--- config.mk ---
export PLATFORM = sky130hd
export DESIGN_NAME = updn_stage
export DESIGN_NICKNAME = d
export VERILOG_FILES = /design/src/rtl/updn_pkg.sv /design/src/rtl/updn_ctl.sv /design/src/rtl/updn_next.sv /design/src/rtl/updn_term.sv /design/src/rtl/updn_stage.sv
export SDC_FILE = /design/constraint.sdc
export NUM_CORES = 1
export LEC_CHECK = 0
export ABC_AREA = 1
export BUFFER_PORTS_ARGS = -buffer_cell sky130_fd_sc_hd__buf_4
export CAP_MARGIN = 20
export CORE_AREA = 2 2 39 41
export CTS_CLUSTER_DIAMETER = 60
export DETAILED_ROUTE_END_ITERATION = 10
export DIE_AREA = 0 0 41 43
export SLEW_MARGIN = 20
export SYNTH_ARGS = -nofsm -noshare
export SYNTH_HDL_FRONTEND = slang
export SYNTH_SLANG_ARGS = --single-unit
--- constraint.sdc ---
create_clock -name clk -period 1.6 [get_ports clk]
set_input_delay 0.32 -clock clk [delete_from_list [all_inputs] [get_ports clk]]
set_output_delay 0.32 -clock clk [all_outputs]
set_load 0.02 [all_outputs]
--- src/rtl/updn_pkg.sv ---
package updn_pkg;

    typedef enum logic {
        DIR_UP = 1'b0,
        DIR_DN = 1'b1
    } dir_e;

    // Decoded control for one clock edge
    typedef struct packed {
        logic clr;
        logic ld;
        logic step;
        dir_e dir;
        logic dec;
    } ctl_t;

    // Upper limit of the active modulus
    function automatic logic [7:0] mod_limit(input logic dec, input int dec_max, input int w);
        logic [7:0] full;
        full = 8'((1 << w) - 1);
        return dec ? 8'(dec_max) : full;
    endfunction

endpackage

--- src/rtl/updn_ctl.sv ---
module updn_ctl
    import updn_pkg::*;
(
    input  logic rst,
    input  logic load_en,
    input  logic dir_down,
    input  logic en_a,
    input  logic en_b,
    input  logic decade_sel,
    output ctl_t ctl
);
    always_comb begin
        ctl.clr  = rst;
        ctl.ld   = !rst && load_en;
        ctl.step = !rst && !load_en && en_a && en_b;
        ctl.dir  = dir_down ? DIR_DN : DIR_UP;
        ctl.dec  = decade_sel;
    end
endmodule

--- src/rtl/updn_next.sv ---
module updn_next
    import updn_pkg::*;
#(
    parameter int W       = 4,
    parameter int DEC_MAX = 9
) (
    input  ctl_t         ctl,
    input  logic [W-1:0] cur,
    input  logic [W-1:0] load_val,
    output logic [W-1:0] nxt
);
    localparam logic [7:0] DEC_LIM = 8'(DEC_MAX);
    localparam logic [7:0] BIN_LIM = 8'((1 << W) - 1);

    logic [W-1:0] lim;
    assign lim = ctl.dec ? W'(DEC_LIM) : W'(BIN_LIM);

    logic [W-1:0] up_v;
    logic [W-1:0] dn_v;

    always_comb begin
        // Anything at or above the limit restarts at zero
        up_v = (cur >= lim) ? '0 : cur + W'(1);
        // Zero wraps to the limit; an out-of-range value is pulled to the limit
        if (cur == '0)     dn_v = lim;
        else if (cur > lim) dn_v = lim;
        else               dn_v = cur - W'(1);
    end

    always_comb begin
        if (ctl.clr)       nxt = '0;
        else if (ctl.ld)   nxt = load_val;
        else if (ctl.step) nxt = (ctl.dir == DIR_UP) ? up_v : dn_v;
        else               nxt = cur;
    end
endmodule

--- src/rtl/updn_term.sv ---
module updn_term
    import updn_pkg::*;
#(
    parameter int W       = 4,
    parameter int DEC_MAX = 9
) (
    input  logic [W-1:0] cur,
    input  dir_e         dir,
    input  logic         dec,
    input  logic         en_a,
    input  logic         en_b,
    output logic         tc,
    output logic         rco
);
    logic [W-1:0] top;
    assign top = W'(mod_limit(dec, DEC_MAX, W));

    always_comb begin
        tc  = (dir == DIR_UP) ? (cur == top) : (cur == '0);
        rco = tc && en_a && en_b;
    end
endmodule

--- src/rtl/updn_stage.sv ---
module updn_stage
    import updn_pkg::*;
#(
    parameter int W       = 4,
    parameter int DEC_MAX = 9
) (
    input  logic         clk,
    input  logic         rst,
    input  logic         load_en,
    input  logic [W-1:0] load_val,
    input  logic         dir_down,
    input  logic         en_a,
    input  logic         en_b,
    input  logic         decade_sel,
    output logic [W-1:0] cnt_q,
    output logic         tc,
    output logic         rco
);
    ctl_t         ctl;
    logic [W-1:0] cnt_d;
    logic [W-1:0] cnt_r;

    updn_ctl u_ctl (
        .rst        (rst),
        .load_en    (load_en),
        .dir_down   (dir_down),
        .en_a       (en_a),
        .en_b       (en_b),
        .decade_sel (decade_sel),
        .ctl        (ctl)
    );

    updn_next #(.W(W), .DEC_MAX(DEC_MAX)) u_next (
        .ctl      (ctl),
        .cur      (cnt_r),
        .load_val (load_val),
        .nxt      (cnt_d)
    );

    // All state bits share this one edge
    always_ff @(posedge clk) begin
        cnt_r <= cnt_d;
    end

    updn_term #(.W(W), .DEC_MAX(DEC_MAX)) u_term (
        .cur  (cnt_r),
        .dir  (ctl.dir),
        .dec  (ctl.dec),
        .en_a (en_a),
        .en_b (en_b),
        .tc   (tc),
        .rco  (rco)
    );

    assign cnt_q = cnt_r;
endmodule

==> results.cfg <==
[synthesis]
syn_inst = 83
syn_area_um2 = 500
seq_area_frac_synth_pct = 16.0
syn_nets = 98
ys_seq_elements = 4
yosys_warnings = 0
yosysUniqueCellTypes = 22
syn_avg_cell_area_um2 = 6.03

[cts]
hold_buffers = 0
h-tree-depth = 1
cts_max_path_buffers = 2
root_buffer = clkbuf_4
cts_buffers = 3
cts.sinks = 4
tritoncts = done
clock_latency_ns = 0.23
clk_pin_slew_ns = 0.04

[sta]
setup_slack_ns = -0.0898
fin_skew_ns = 0.00282
max_freq_mhz = 592
tightest_slew_ns = 0.257
min_period_ns = 1.69
hold_viol = 0
rsz0062_at_grt = yes
setup_viol = 2
setup_tns_ns = -0.145
maxSlewViolCount = 0
holdWs_ns = 0.284
min_period_over_period_pct = 106
max_slew_margin_pct = 82.8

[setup_path]
path_buf_inv = 1
crit_required_ns = 1.28
start_kind = register
crit_arrival_ns = 1.37
cpPeakStageDelay_ns = 0.33
crit_chain = ha_4 -> nand2_4 -> nor2_4 -> nand2_1 -> o21a_1 -> nor2_2 -> buf_6
crit_family = flip-flops
crit_type = register to output port
r2r_start = cnt_q[2]
worstPathMaxFanout = 2
cp-end-kind = output port
reg2reg_depth = 12
r2r-end = cnt_q[1]
cp_slowest_cell = dfxtp_2
r2r_slack_ns = 0.02

[route]
routed_wl_um = 1330
via_per_inst = 4.71
vias = 594
drt_iter0_drc = 3
wl_met2_um = 691
route.detailed.drc = 0
first_pass_iters = 4
wl_met3_um = 32
top_layer_used = met3
ant_nets = 0
wl_per_cell_um = 10.6
wl_met1_um = 608

[min_path]
whs_path_depth = 2
hold_path_startpoint = rst
hold_class = primary input to register
hold_end = cnt_q[2]

[floorplan]
num_io_pins = 17
die_y_um = 43
design.core.area_um2 = 1380
rows = 14
start_util_pct = 36.2
die_area_um2 = 1760
die_w_um = 41

[global_route]
grt_pass1_vias = 541
antenna_found_initial = 0
grt_overflow = 0
grt_max_degree = 8
grt_util_all_layers_pct = 18.6
grt_pass1_wl_um = 2280

[finish]
area_growth_pct = 58.7
final_cell_mix = nand2_1 (22), buf_4 (22), inv_2 (10)
largest_reg_flops = 4
nNetsFinal = 127
drive_gt1_share_pct = 50.0
antennaDiodeCount = 0

[pwr]
power_density_nw_per_um2 = 571
leakagePower_nw = 0.408
vdd_drop_max_mv = 0.377

[status]
violations = negative setup slack
status = complete, but fails checks

[placement]
place_hpwl_um = 1050
port_buffers = 16
gp_congestion = 0.766

[flow_run]
cap_violations = 0
[worst register-to-register path: cells and delay by family (launching register included)]
| family | cells | cell delay, ns |
|---|---|---|
| simple gates | 7 | 0.52 |
| flops | 1 | 0.33 |
| buf+inv | 3 | 0.29 |
| fa+ha+maj | 1 | 0.27 |
| compound gates | 1 | 0.05 |
[cell families (layout without fill, tap and decap cells)]
family          Yosys count  after routing  share of synthesized area, %
simple gates             44             44                          41.7
buf+inv                  16             43                          12.0
compound gates           12             12                          15.0
fa+ha+maj                 4              4                          10.0
flops                     4              4                          16.0
xor+xnor                  3              3                          5.25
[stage by stage]
stage	area (um2)	total power, W	worst slack, ns	std cells	util (%)
6_report	795	0.000454	-0.0898	126	57.4
5_1_grt	795	0.000495	-0.172	126	57.4
4_1_cts	752	0.000445	-0.115	125	54.3
3_5_place_dp	681	0.000298	-0.0262	120	49.2
3_3_place_gp	681	0.000298	-0.0507	120	49.2
2_1_floorplan	503	0.000223	-0.0107	83	-
[area by class of cell]
cell class,instances,area (um2)
Sequential cell,4,83.8
Clock buffer,3,22.5
Fill cell,147,589
Timing Repair Buffer,24,188
Multi-Input combinational cell,63,420
Tap cell,16,20.0
Inverter,16,60.1
[how the worst max path moves through the flow]
stage                     startpoint       end  slack [ns]  depth (start not counted)
after CTS                   cnt_q[2]       rco       -0.11                          7
after detailed placement  decade_sel  cnt_q[2]       -0.03                         11
after global routing        cnt_q[1]       rco       -0.17                          7
after global placement    decade_sel  cnt_q[1]       -0.05                         11
after floorplan             cnt_q[2]       rco       -0.01                          6
final                       cnt_q[2]       rco       -0.09                          7
[cell usage after synthesis (all sizes together)]
master / n / area (um2)
or2: 1 / 8.76
xnor2: 1 / 8.76
nand3: 7 / 40.0
inv: 16 / 60.1
a21oi: 7 / 42.5
o21a: 1 / 7.51
nand2: 27 / 111
dfxtp: 4 / 80.1
ha: 4 / 50.1
nand4: 2 / 12.5
o211ai: 1 / 7.51
o21ai: 2 / 10.0
xor2: 2 / 17.5
nor2: 7 / 36.3
a22oi: 1 / 7.51
[report_power, final]
part / leakage, nW / switching [W] / internal (W)
clock network: 0.0138 / 0.0000381 / 0.0000837
registers: 0.0340 / 0.00000870 / 0.000107
logic: 0.360 / 0.000111 / 0.000105
[routing by layer]
metal / global-route usage, % / up-vias
met5: 0 / -
met4: 8.00 / 0
met3: 1.57 / 0
met2: 27.8 / 10
met1: 26.0 / 264
li1: - / 320
[timing repair]
action / in CTS / in global routing
gates resized for setup: 9 / 7
pin swaps: 1 / 4
buffers inserted: 2 / 1
endpoints found under the setup margin: 2 / 4
Power figures use the tool's default switching activity.
